File: src/rtl/mbx_pkg.sv
package mbx_pkg;
  localparam int NPORT = 2;
  localparam int PL = 0;
  localparam int PR = 1;

  typedef struct packed {
    logic [NPORT-1:0] raise;
    logic [NPORT-1:0] drop;
  } mbx_strobe_t;
endpackage

File: src/rtl/mbx_decode.sv
module mbx_decode
  import mbx_pkg::*;
#(
  parameter int ADDR_W = 10
) (
  input  logic [NPORT-1:0][ADDR_W-1:0] addr,
  input  logic [NPORT-1:0]             selN,
  input  logic [NPORT-1:0]             wrN,
  input  logic [NPORT-1:0]             oeN,
  output mbx_strobe_t                  strb
);
  localparam logic [ADDR_W-1:0] TOP_ADDR = '1;

  logic [NPORT-1:0] isWrite;
  logic [NPORT-1:0] isRead;
  logic [NPORT-1:0] raiseV;
  logic [NPORT-1:0] dropV;

  for (genvar p = 0; p < NPORT; p++) begin : g_port
    localparam int OTHER = NPORT - 1 - p;
    localparam logic [ADDR_W-1:0] BOX = TOP_ADDR - ADDR_W'(p);
    assign isWrite[p] = !selN[p] && !wrN[p];
    assign isRead[p]  = !selN[p] && wrN[p] && !oeN[p];
    // the inbox of port p is written by the other port, read by p itself
    assign raiseV[p]  = isWrite[OTHER] && (addr[OTHER] == BOX);
    assign dropV[p]   = isRead[p] && (addr[p] == BOX);
  end

  assign strb = '{raise: raiseV, drop: dropV};
endmodule

File: src/rtl/mbx_flags.sv
module mbx_flags
  import mbx_pkg::*;
(
  input  logic             clk,
  input  logic             rstN,
  input  mbx_strobe_t      strb,
  output logic [NPORT-1:0] irqN
);
  for (genvar p = 0; p < NPORT; p++) begin : g_flag
    logic pend;
    always_ff @(posedge clk or negedge rstN) begin
      if (!rstN)                 pend <= 1'b0;
      else if (strb.raise[p])    pend <= 1'b1;  // set has priority
      else if (strb.drop[p])     pend <= 1'b0;
    end
    assign irqN[p] = ~pend;
  end
endmodule

File: src/rtl/mbx_irq.sv
module mbx_irq
  import mbx_pkg::*;
#(
  parameter int ADDR_W = 10
) (
  input  logic              clk,
  input  logic              rstN,
  input  logic [ADDR_W-1:0] leftAddr,
  input  logic              leftSelN,
  input  logic              leftWrN,
  input  logic              leftOeN,
  input  logic [ADDR_W-1:0] rightAddr,
  input  logic              rightSelN,
  input  logic              rightWrN,
  input  logic              rightOeN,
  output logic              leftIrqN,
  output logic              rightIrqN
);
  logic [NPORT-1:0][ADDR_W-1:0] addrV;
  logic [NPORT-1:0]             selV, wrV, oeV, irqV;
  mbx_strobe_t                  strb;

  assign addrV[PL] = leftAddr;
  assign addrV[PR] = rightAddr;
  assign selV      = {rightSelN, leftSelN};
  assign wrV       = {rightWrN, leftWrN};
  assign oeV       = {rightOeN, leftOeN};

  mbx_decode #(.ADDR_W(ADDR_W)) u_decode (
    .addr (addrV),
    .selN (selV),
    .wrN  (wrV),
    .oeN  (oeV),
    .strb (strb)
  );

  mbx_flags u_flags (
    .clk  (clk),
    .rstN (rstN),
    .strb (strb),
    .irqN (irqV)
  );

  assign leftIrqN  = irqV[PL];
  assign rightIrqN = irqV[PR];
endmodule

File: config.mk
export PLATFORM = sky130hd
export DESIGN_NAME = mbx_irq
export DESIGN_NICKNAME = d
export VERILOG_FILES = /design/src/rtl/mbx_pkg.sv /design/src/rtl/mbx_decode.sv /design/src/rtl/mbx_flags.sv /design/src/rtl/mbx_irq.sv
export SDC_FILE = /design/constraint.sdc
export NUM_CORES = 1
export LEC_CHECK = 0
export BUFFER_PORTS_ARGS = -buffer_cell sky130_fd_sc_hd__buf_4
export CAP_MARGIN = 0
export CORE_AREA = 2 2 39 41
export DETAILED_ROUTE_END_ITERATION = 8
export DIE_AREA = 0 0 41 43
export PLACE_DENSITY_LB_ADDON = 0.2
export SYNTH_ARGS = -nofsm -noshare
export SYNTH_HDL_FRONTEND = slang
export SYNTH_SLANG_ARGS = --single-unit
File: constraint.sdc
create_clock -name clk -period 1.41 [get_ports clk]
set_input_delay 0.0705 -clock clk [delete_from_list [all_inputs] [get_ports clk]]
set_output_delay 0.0705 -clock clk [all_outputs]
set_load 0.005 [all_outputs]
==> impl_metrics.csv <==
group,metric,value,unit
synth,synth-simple-area-share,45.1,%
cells_and_area,final_cell_mix,"29 x buf_4, 3 x inv_1, 3 x nand2_1, 3 x clkbuf_4",
synth,synth_compound_area_share,18.0,%
worst_hold_path,hold_path_class,"primary input to register",
detailed_routing,ant_nets,0,
clock_tree,cts.sinks,2,
critical_path,crit_path_end_kind,"register",
worst_hold_path,hp-start,"leftAddr[0]",
synth,synth.area.top_cells,"dfrtp_1 30%, o32ai_2 9.8%, nand4_1 7.5%, nor4_2 7.5%, inv_1 6.8%",
clock_tree,htree_levels,1,
synth,synth-seq-area-share,30.1,%
worst_hold_path,hold_depth,2,
grt,grt_overflow_total,0,
critical_path,cp_max_fo,2,
power_and_ir_drop,powerDensity,585,nW/um^2
sta,grt_setup_unrepaired,"no",
sta,slew_violations,0,
critical_path,worstSetupPathType,"primary input to register",
cells_and_area,n_antenna_cell,0,
cells_and_area,final_area,437,um^2
cells_and_area,filler_cell_count,155,
detailed_routing,drt_iter0_drc,0,
critical_path,worst_r2r_path_depth,2,
critical_path,r2r_setup_slack,0.76,ns
grt,grt_pass1_vias,270,
detailed_routing,dr.pass1.iters,1,
place,detailed_place_hpwl,635,um
flow_run,drv_cap,0,
worst_hold_path,min_to,"u_flags.g_flag[1].pend",
floorplan,core,1380,um^2
synth,ys_seq_elements,2,
floorplan,die-width,41,um
clock_tree,clockBufferDepth,2,
synth,syn_area_per_cell,8.76,um^2
grt,grtUsageTotal,8.43,%
clock_tree,cts_tree,"yes",
cells_and_area,layout_commonest_cell,"buf_4",
power_and_ir_drop,peakVddDrop,0.000314,V
detailed_routing,via_count,281,
synth,synth_area,166,um^2
grt,antenna_found_initial,0,
floorplan,ios,30,
synth,yosysTopAreaCell,"dfrtp_1",
sta,fmaxAchievable,1.16,GHz
detailed_routing,wire_per_inst,10.5,um
critical_path,r2r-start,"u_flags.g_flag[1].pend",
detailed_routing,via_per_inst,4.13,
critical_path,slowest_delay,0.30,ns
sta,finalCriticalPeriod,0.863,ns
synth,yosysWarnings,0,
synth,yosys.area.top_type_share,30.1,%
clock_tree,clkTransAtPathRegs,0.03,ns
floorplan,dieArea,1760,um^2
synth,synth_mux_area_share,0,%
cells_and_area,drive_above_1_share,67.3,%
sta,finalSetupViolations,0,
sta,relSlewSlack,81.9,%
synth,synth-xor-area-share,0,%
place,placed_cells,64,
cells_and_area,largest_register_ffs,2,
critical_path,cp_data_arrival_time,0.95,ns
floorplan,initial_core_util,12.0,%
synth,synthAdderAreaFrac,0,%
sta,setup_slack,0.547,ns
detailed_routing,drc,0,
sta,max_slew.worst_pin.slew,0.269,ns
critical_path,cp-start-kind,"primary input",
cells_and_area,final_cells,68,
sta,hold_viol_final,0,
clock_tree,numCtsBuffers,3,
critical_path,crit_path_top_delay_cell,"nor4_2",
place,place_ws,0.297,ns
synth,mappedNetlistNets,47,
critical_path,required,1.50,ns
sta,fin_crit_sh,61.2,%
clock_tree,cts-root-buf,"clkbuf_4",
floorplan,rows,14,
run_status,outcome,"complete, no violations",
sta,setup-tns-final,0,ns
synth,synth_cell_types,13,
grt,grt_pass1_wl,897,um
place,detailed_place.area,404,um^2
critical_path,cp_cell_sequence,"buf_4 -> and4b_1 -> nand3_2 -> nor4_2 -> o32ai_2",
cells_and_area,largest_register,"u_flags.g_flag.pend",
cells_and_area,finish.net_count,82,
synth,netlist_instances,19,
grt,grt_max_degree,3,
detailed_routing,finalWirelength,717,um
sta,finClkSkew,0,ns
power_and_ir_drop,p_leak,0.217,nW
place,port_buffers,29,
place,globalplace.congestion,0.673,
cells_and_area,top_regs,"u_flags.g_flag.pend: 2 flops",
critical_path,r2r_end,"u_flags.g_flag[1].pend",
clock_tree,clk_latency,0.22,ns
floorplan,dieHeight,43,um
cells_and_area,area_delta_synth_final,162,%
synth,synth_top_family_by_area,"simple AND/OR/NAND/NOR gates",
routing by layer:
layer,global-route usage (%),up-vias,share of wire (%)
met5,0,-,0
met4,8.00,0,0
met3,6.28,0,25
met2,12.2,32,41
met1,6.75,109,34
li1,-,140,-
worst max path at each step:
| stage | start | endpoint | depth (start not counted) |
|---|---|---|---|
| after CTS | leftSelN | u_flags.g_flag[0].pend | 5 |
| after global placement | leftSelN | u_flags.g_flag[0].pend | 5 |
| after floorplan | leftSelN | u_flags.g_flag[0].pend | 4 |
| after detailed placement | leftSelN | u_flags.g_flag[0].pend | 5 |
| after global routing | leftSelN | u_flags.g_flag[0].pend | 5 |
| final | leftSelN | u_flags.g_flag[0].pend | 5 |
critical path, delay by kind of cell:
kind / cells / cell delay (ns)
buffers and inverters: 1 / 0.10
AO/OA/AOI/OAI: 1 / 0.12
AND/OR/NAND/NOR: 3 / 0.65
cells in the mapped netlist, drive strengths merged:
cell	count
nor2	1
nand4b	1
nor4	1
nand4	2
or3	1
dfrtp	2
o32ai	1
nand2	3
nand3	1
o21ai	1
o41ai	1
inv	3
and4b	1
kinds of logic (layout without fill, tap and decap cells):
group / Yosys count / count (layout)
flip-flops: 2 / 2
AND/OR/NAND/NOR: 11 / 11
buffers and inverters: 3 / 36
AO/OA/AOI/OAI: 3 / 3
where the power goes:
group / internal [mW] / total (mW) / leakage, nW / switching [mW]
clock: 0.0938 / 0.126 / 0.0138 / 0.0318
combinational: 0.0533 / 0.0709 / 0.181 / 0.0176
sequential: 0.0585 / 0.0587 / 0.0227 / 0.000232
metrics by stage:
step                power [mW]  hold slack (ns)  util [%]
global route             0.280           0.0330      31.6
floorplan               0.0671           -0.225         -
global placement         0.129           -0.141      29.2
finish                   0.255           0.0443      31.6
CTS                      0.264           0.0362      31.6
detailed placement       0.129           -0.144      29.2
final cells by class:
type	instances	area (um^2)	share of cell area, %
Inverter	3	11.3	2.58
Tap cell	16	20.0	4.58
Timing Repair Buffer	30	228	52.1
Clock buffer	3	22.5	5.16
Sequential cell	2	50.0	11.5
Multi-Input combinational cell	14	105	24.1
timing repair:
action / in CTS / in global routing
hold endpoints to repair: 2 / 0
gates resized for setup: 0 / 0
hold buffers: 1 / 0
buffers inserted: 0 / 0
Note: power is estimated with default switching activity, not from simulation.
